[src/rtl/dcorr_trunc_mul_pkg.sv]
package dcorr_trunc_mul_pkg;

    // Accumulator width: one guard bit above the full product width.
    function automatic int acc_width(input int n);
        return 2 * n + 1;
    endfunction

    // Row count: N partial-product rows, one bias row, N-K correction rows.
    function automatic int row_count(input int n, input int k);
        return n + 1 + (n - k);
    endfunction

endpackage

[src/rtl/dcorr_pp_matrix.sv]
module dcorr_pp_matrix
    import dcorr_trunc_mul_pkg::*;
#(
    parameter int N = 8,
    parameter int K = 2,
    localparam int W    = acc_width(N),
    localparam int ROWS = row_count(N, K),
    localparam int LO   = N - K
) (
    input  logic [N-1:0]           a_i,
    input  logic [N-1:0]           b_i,
    output logic [ROWS-1:0][W-1:0] rows_o
);

    // Kept partial-product rows: row j carries a[c-j]&b[j] at column c >= LO.
    for (genvar j = 0; j < N; j++) begin : g_row
        for (genvar c = 0; c < W; c++) begin : g_col
            if ((c >= LO) && (c - j >= 0) && (c - j < N)) begin : g_kept
                assign rows_o[j][c] = a_i[c-j] & b_i[j];
            end else begin : g_void
                assign rows_o[j][c] = 1'b0;
            end
        end
    end

    // Rounding bias at half a result unit.
    assign rows_o[N] = W'(1) << (N - 1);

    // Highest dropped column: each of its terms lands one column up.
    for (genvar t = 0; t < LO; t++) begin : g_corr
        assign rows_o[N+1+t] = W'(a_i[LO-1-t] & b_i[t]) << LO;
    end

endmodule

[src/rtl/dcorr_csa_chain.sv]
module dcorr_csa_chain #(
    parameter int W    = 17,
    parameter int ROWS = 15
) (
    input  logic [ROWS-1:0][W-1:0] rows_i,
    output logic [W-1:0]           sum_o,
    output logic [W-1:0]           cry_o
);

    logic [ROWS-1:0][W-1:0] s_v;
    logic [ROWS-1:0][W-1:0] c_v;

    assign s_v[0] = rows_i[0];
    assign c_v[0] = '0;

    // One carry-save row per stage; the carry vector moves up one column.
    for (genvar r = 1; r < ROWS; r++) begin : g_stage
        logic [W-2:0] maj;
        assign maj = (s_v[r-1][W-2:0] & c_v[r-1][W-2:0])
                   | (s_v[r-1][W-2:0] & rows_i[r][W-2:0])
                   | (c_v[r-1][W-2:0] & rows_i[r][W-2:0]);
        assign s_v[r] = s_v[r-1] ^ c_v[r-1] ^ rows_i[r];
        assign c_v[r] = {maj, 1'b0};
    end

    assign sum_o = s_v[ROWS-1];
    assign cry_o = c_v[ROWS-1];

endmodule

[src/rtl/dcorr_ripple_add.sv]
module dcorr_ripple_add #(
    parameter int W = 17
) (
    input  logic [W-1:0] x_i,
    input  logic [W-1:0] y_i,
    output logic [W-1:0] s_o
);

    logic [W-1:0] cy;
    assign cy[0] = 1'b0;

    for (genvar i = 0; i < W; i++) begin : g_bit
        assign s_o[i] = x_i[i] ^ y_i[i] ^ cy[i];
        if (i < W - 1) begin : g_carry
            assign cy[i+1] = (x_i[i] & y_i[i]) | (x_i[i] & cy[i]) | (y_i[i] & cy[i]);
        end
    end

endmodule

[src/rtl/dcorr_trunc_mul.sv]
module dcorr_trunc_mul
    import dcorr_trunc_mul_pkg::*;
#(
    parameter int N = 8,
    parameter int K = 2
) (
    input  logic [N-1:0] op_a,
    input  logic [N-1:0] op_b,
    output logic [N-1:0] prod
);

    localparam int W    = acc_width(N);
    localparam int ROWS = row_count(N, K);

    logic [ROWS-1:0][W-1:0] pp_rows;
    logic [W-1:0]           cs_sum;
    logic [W-1:0]           cs_cry;
    logic [W-1:0]           acc_sum;
    logic                   unused_low;

    dcorr_pp_matrix #(.N(N), .K(K)) u_pp (
        .a_i    (op_a),
        .b_i    (op_b),
        .rows_o (pp_rows)
    );

    dcorr_csa_chain #(.W(W), .ROWS(ROWS)) u_csa (
        .rows_i (pp_rows),
        .sum_o  (cs_sum),
        .cry_o  (cs_cry)
    );

    dcorr_ripple_add #(.W(W)) u_add (
        .x_i (cs_sum),
        .y_i (cs_cry),
        .s_o (acc_sum)
    );

    assign prod       = acc_sum[2*N-1:N];
    assign unused_low = ^{acc_sum[N-1:0], acc_sum[2*N]};

endmodule

[config.mk]
export PLATFORM = sky130hd
export DESIGN_NAME = dcorr_trunc_mul
export DESIGN_NICKNAME = d
export VERILOG_FILES = /design/src/rtl/dcorr_trunc_mul_pkg.sv /design/src/rtl/dcorr_pp_matrix.sv /design/src/rtl/dcorr_csa_chain.sv /design/src/rtl/dcorr_ripple_add.sv /design/src/rtl/dcorr_trunc_mul.sv
export SDC_FILE = /design/constraint.sdc
export NUM_CORES = 1
export LEC_CHECK = 0
export ABC_AREA = 1
export BUFFER_PORTS_ARGS = -buffer_cell sky130_fd_sc_hd__buf_2
export CORE_MARGIN = 2
export CORE_UTILIZATION = 30
export DETAILED_ROUTE_END_ITERATION = 10
export GPL_ROUTABILITY_DRIVEN = 0
export PLACE_DENSITY = 0.48
export SYNTH_ARGS = -nofsm -noshare
export SYNTH_HDL_FRONTEND = slang
export SYNTH_SLANG_ARGS = --single-unit
[constraint.sdc]
create_clock -name vclk -period 13.05
set_clock_uncertainty 0.1 [all_clocks]
set_input_delay 1.9575 -clock vclk [all_inputs]
set_output_delay 1.9575 -clock vclk [all_outputs]
set_load 0.005 [all_outputs]
# == Yosys cells after proc, flatten, opt, wreduce, memory -nomap -nowiden ==
# Cells that the tools add are included.
# Widths: inputs -> output; s select.
# totals
reg_bits,0
out_inout_bits,8
elab_cells,222
# op_classes
bitwise,222
# op_table
cell,n
$or 15x15->15,24
$and 15x15->15,14
$xor 16x16->16,12
$and 15x7->15,12
$xor 16x7->16,6
$and 1x1->1,89
$and 15x11->15,2
$and 15x12->15,2
$and 15x13->15,2
$and 15x14->15,2
$or 15x8->15,2
$or 1x1->1,26
$and 9x10->10,2
$xor 1x1->1,16
$xor 16x10->16,1
$xor 16x11->16,1
$xor 16x12->16,1
$xor 16x13->16,1
$xor 16x14->16,1
$xor 16x15->16,1
$and 10x10->10,1
$xor 9x10->10,1
$and 8x9->9,1
$xor 8x9->9,1
$not 1->1,1

# == Longest topological paths before layout ==
# depth
word_depth,82
ltp_mapped,38
ltp_nobuf,37

# == Cells and area by module ==
# Synthesis repeated with hierarchy kept, for this count alone.
# hier_totals
cells_unflattened,726
hier_area_um2,7265.7
# modules_own_cells
mod,cells_per_inst,n_inst,area_per_inst_um2
dcorr_csa_chain,388,1,4961.0
dcorr_pp_matrix,312,1,1951.9
dcorr_ripple_add,26,1,352.8

# == Worst setup path before layout ==
# Ideal clock, no wire load.
# synth_path
kind,input to output
from,in op_a[6]
to,out prod[7]
t_arrival_ns,10.101
path_slack_ns,0.891
stages,38
n_path_buf,1
path_cell_list,buf_2 > nand2_1 > inv_1 > ha_1 > fa_1 > fa_1 > inv_1 > fa_1 > fa_1 > inv_1 > fa_1 > inv_1 > fa_1 > inv_1 > ha_1 > ha_1 > ha_1 > ha_1 > [2 not listed] > inv_1 > fa_1 > fa_1 > fa_1 > fa_1 > fa_1 > inv_1 > ha_1 > inv_1 > fa_1 > inv_1 > nand2_1 > nand2_1 > nand2_1 > nand2_2 > inv_1 > nand2_1 > nand2_1
# synth_between
elab_chain_cells,55
# synth_rtl
element,line,text
start: declaration,dcorr_trunc_mul.sv:7,"input logic [N-1:0] op_a,"
$and 1x1->1,dcorr_pp_matrix.sv:19,assign rows_o[j][c] = a_i[c-j] & b_i[j];
$xor 8x9->9,dcorr_csa_chain.sv:22,assign s_v[r] = s_v[r-1] ^ c_v[r-1] ^ rows_i[r];
$xor 9x10->10,dcorr_csa_chain.sv:22,
$xor 16x10->16,dcorr_csa_chain.sv:22,
$xor 16x16->16,dcorr_csa_chain.sv:22,
$xor 16x11->16,dcorr_csa_chain.sv:22,
$xor 16x16->16,dcorr_csa_chain.sv:22,
$xor 16x12->16,dcorr_csa_chain.sv:22,
[35 not listed],n/a,
$or 1x1->1 (2 in series),dcorr_ripple_add.sv:15,assign cy[i+1] = (x_i[i] & y_i[i]) | (x_i[i] & cy[i]) | (y_i[i] & cy[i]);
$and 1x1->1,dcorr_ripple_add.sv:15,
$or 1x1->1 (2 in series),dcorr_ripple_add.sv:15,
$and 1x1->1,dcorr_ripple_add.sv:15,
$or 1x1->1 (2 in series),dcorr_ripple_add.sv:15,
$and 1x1->1,dcorr_ripple_add.sv:15,
$or 1x1->1 (2 in series),dcorr_ripple_add.sv:15,
$xor 1x1->1 *,dcorr_ripple_add.sv:13,assign s_o[i] = x_i[i] ^ y_i[i] ^ cy[i];
end: declaration,dcorr_trunc_mul.sv:9,output logic [N-1:0] prod
# Every way passes the cells marked *; elsewhere a longest branch is shown, timed or not.

# == Final worst setup path ==
# Same ends and word-level chain as after synthesis.

==> qor.csv <==
metric,value,unit
final setup vio count,0,
placed wire-length estimate,3107,um
maximum fanout along the worst path,8,
Setup CP Type,in -> out,
share of synthesized area occupied by flip-flops and latches,0,
number of nets still failing antenna checks after routing,0,
number of top-level pins,24,
leakage power,0.001479,uW
Die Height,86.73,um
Syn Std Cell Area,2053,um^2
DIE WIDTH,86.73,um
total DRC errors in the routed layout,0,
switching power summed over all nets,213.6,uW
VDD IR max,0.07104,mV
data required time at the worst endpoint,10.99,ns
summed negative setup slack over all endpoints,0,ns
Routed wire per std cell,8.904,um
flip-flop and latch area,0,um^2
post-CTS sizing,0,
run status,completed,
number of clock buffers in the layout,0,
number of hold-repair buffers added at the cts stage,0,
share of the synthesized area in the top cell type,0.3656,
most frequent cells after synthesis,"sky130_fd_sc_hd__inv_1 (82), sky130_fd_sc_hd__nand2_1 (69), sky130_fd_sc_hd__ha_1 (60)",
Multi-input gate area,1715,um^2
cell-internal power,198.3,uW
Clock power frac,0,
number of instances on the worst hold path,5,
Worst Hold End,prod[0],
cells after synthesis,256,
number of warnings issued by yosys,0,
cell mode on critical path,sky130_fd_sc_hd__fa_1,
RSZ-0062 raised after global routing,no,
Final Cycle Share,0.9602,
slew at the pin closest to its max-slew limit,0.1790,ns
CP max stage cell,sky130_fd_sc_hd__fa_1,
Floorplan Core Area,6719,um^2
via count,1479,
path class of the lowest-slack min-delay path,in -> out,
Inserted Diodes,0,
drt pass-1 iters,5,
Achievable Freq,79.81,MHz
fill cell total of the finished layout,722,
worst setup path start,op_a[6],
area delta synth->final,9.263,%
die area,7522,um^2
Max Slew Vio Count,0,
via count normalized by instance count,4.178,
postcts setup bufs,0,
via count of the first global-routing pass,1470,
Critical Path AT,10.47,ns
kind of end point of the critical path,output port,
maximum number of pins on one net before global-route repair,9,
final wirelength,3152,um
global-route total usage across every layer,0.09491,
nets in the synthesized netlist,366,
count of input and output buffers,24,
global-route wire length before repair,6092,um
cell types occupying the most area after synthesis,"sky130_fd_sc_hd__ha_1 (37%), sky130_fd_sc_hd__fa_1 (33%), sky130_fd_sc_hd__inv_1 (15%), sky130_fd_sc_hd__nand2_1 (13%), sky130_fd_sc_hd__buf_2 (1.5%)",
most frequently used cell type in the post-synthesis netlist,sky130_fd_sc_hd__inv_1,
pwr/cell area,183.6,nW/um^2
starting utilization of the core area,0.3056,
net total in the final layout,386,
post-place setup slack,0.4209,ns
proportion of power drawn by flip-flops and latches,0,
number of antenna violations at the first check in global routing,0,
Hold Startpoint,op_a[0],
fraction of layout cells with a size suffix above 1,0.09124,
DRC violation total after the first TritonRoute iteration,20,
share of power burned in combinational logic,1.000,
Switching Fraction,0.5186,
Std-Cell Rows,30,
setup slack of the critical path after layout,0.5196,ns
tightest slew margin relative to the limit,0.8807,
sequential cells,0,
Yosys top cell by area,sky130_fd_sc_hd__ha_1,
kind of start point of the critical path,input pin,
"Distinct cells, synth",9,
minimum period implied by the final worst setup slack,12.53,ns
average cell area after synthesis,8.020,um^2
number of max-capacitance violations reported,0,
overflow left after global routing,0,
stage delay of the slowest cell on the critical path,0.51,ns
"Hold Vio Cnt, Final",0,
## per-stage QoR
stage | power, uW | hold slack [ns] | cells | instance area [um^2] | util
floorplan | 299.0 | 4.088 | 256 | 2053 | -
CTS | 436.2 | 4.358 | 354 | 2243 | 0.3339
global placement | 430.4 | 4.353 | 354 | 2243 | 0.3339
detailed placement | 435.0 | 4.357 | 354 | 2243 | 0.3339
global route | 517.8 | 4.390 | 354 | 2243 | 0.3339
finish | 411.9 | 4.346 | 354 | 2243 | 0.3339
## metal layers
layer,vias to the layer above,wire length [um],GRT usage
li1,782,-,-
met1,677,1609,0.1348
met2,20,1468,0.1727
met3,0,74,0.0009524
met4,0,0,0
met5,-,0,0
## cells by family (layout without fill, tap and decap cells)
| logic type | Yosys count | in the layout | synth area share |
|---|---|---|---|
| simple gates | 74 | 74 | 0.1383 |
| fa+ha+maj | 94 | 94 | 0.6971 |
| buf+inv | 88 | 106 | 0.1645 |
## layout by cell type (no fill, tap or decap)
master / instances
sky130_fd_sc_hd__nor2_1: 2
sky130_fd_sc_hd__nand4_1: 1
sky130_fd_sc_hd__fa_1: 34
sky130_fd_sc_hd__ha_1: 60
sky130_fd_sc_hd__nand2_1: 69
sky130_fd_sc_hd__nand2_2: 1
sky130_fd_sc_hd__buf_2: 24
sky130_fd_sc_hd__nand3_1: 1
sky130_fd_sc_hd__inv_1: 82
## power by group through the flow
stage / registers, uW / clock network (uW) / logic (uW)
after floorplan: 0 / 0 / 299
after global placement: 0 / 0 / 430
after detailed placement: 0 / 0 / 435
after CTS: 0 / 0 / 436
after global routing: 0 / 0 / 518
final: 0 / 0 / 412
## critical path: cells and delay by family
kind	cells	cell delay, ns
adders and majority gates	20	7.39
buffers and inverters	12	0.76
and+or+nand+nor	7	0.39
## worst max-delay path by stage
| stage | to | slack [ns] | cells after the start |
|---|---|---|---|
| floorplan | prod[7] | 0.89 | 38 |
| global route | prod[7] | 0.04 | 39 |
| detailed placement | prod[7] | 0.42 | 39 |
| global placement | prod[7] | 0.50 | 39 |
| finish | prod[7] | 0.52 | 39 |
| CTS | prod[7] | 0.45 | 39 |
## cell type report
type | count | area share
tap | 80 | 0.04462
timing repair buffer | 24 | 0.05354
inverter | 82 | 0.1372
multi-input combinational | 168 | 0.7646
Power figures use the tool's default switching activity.
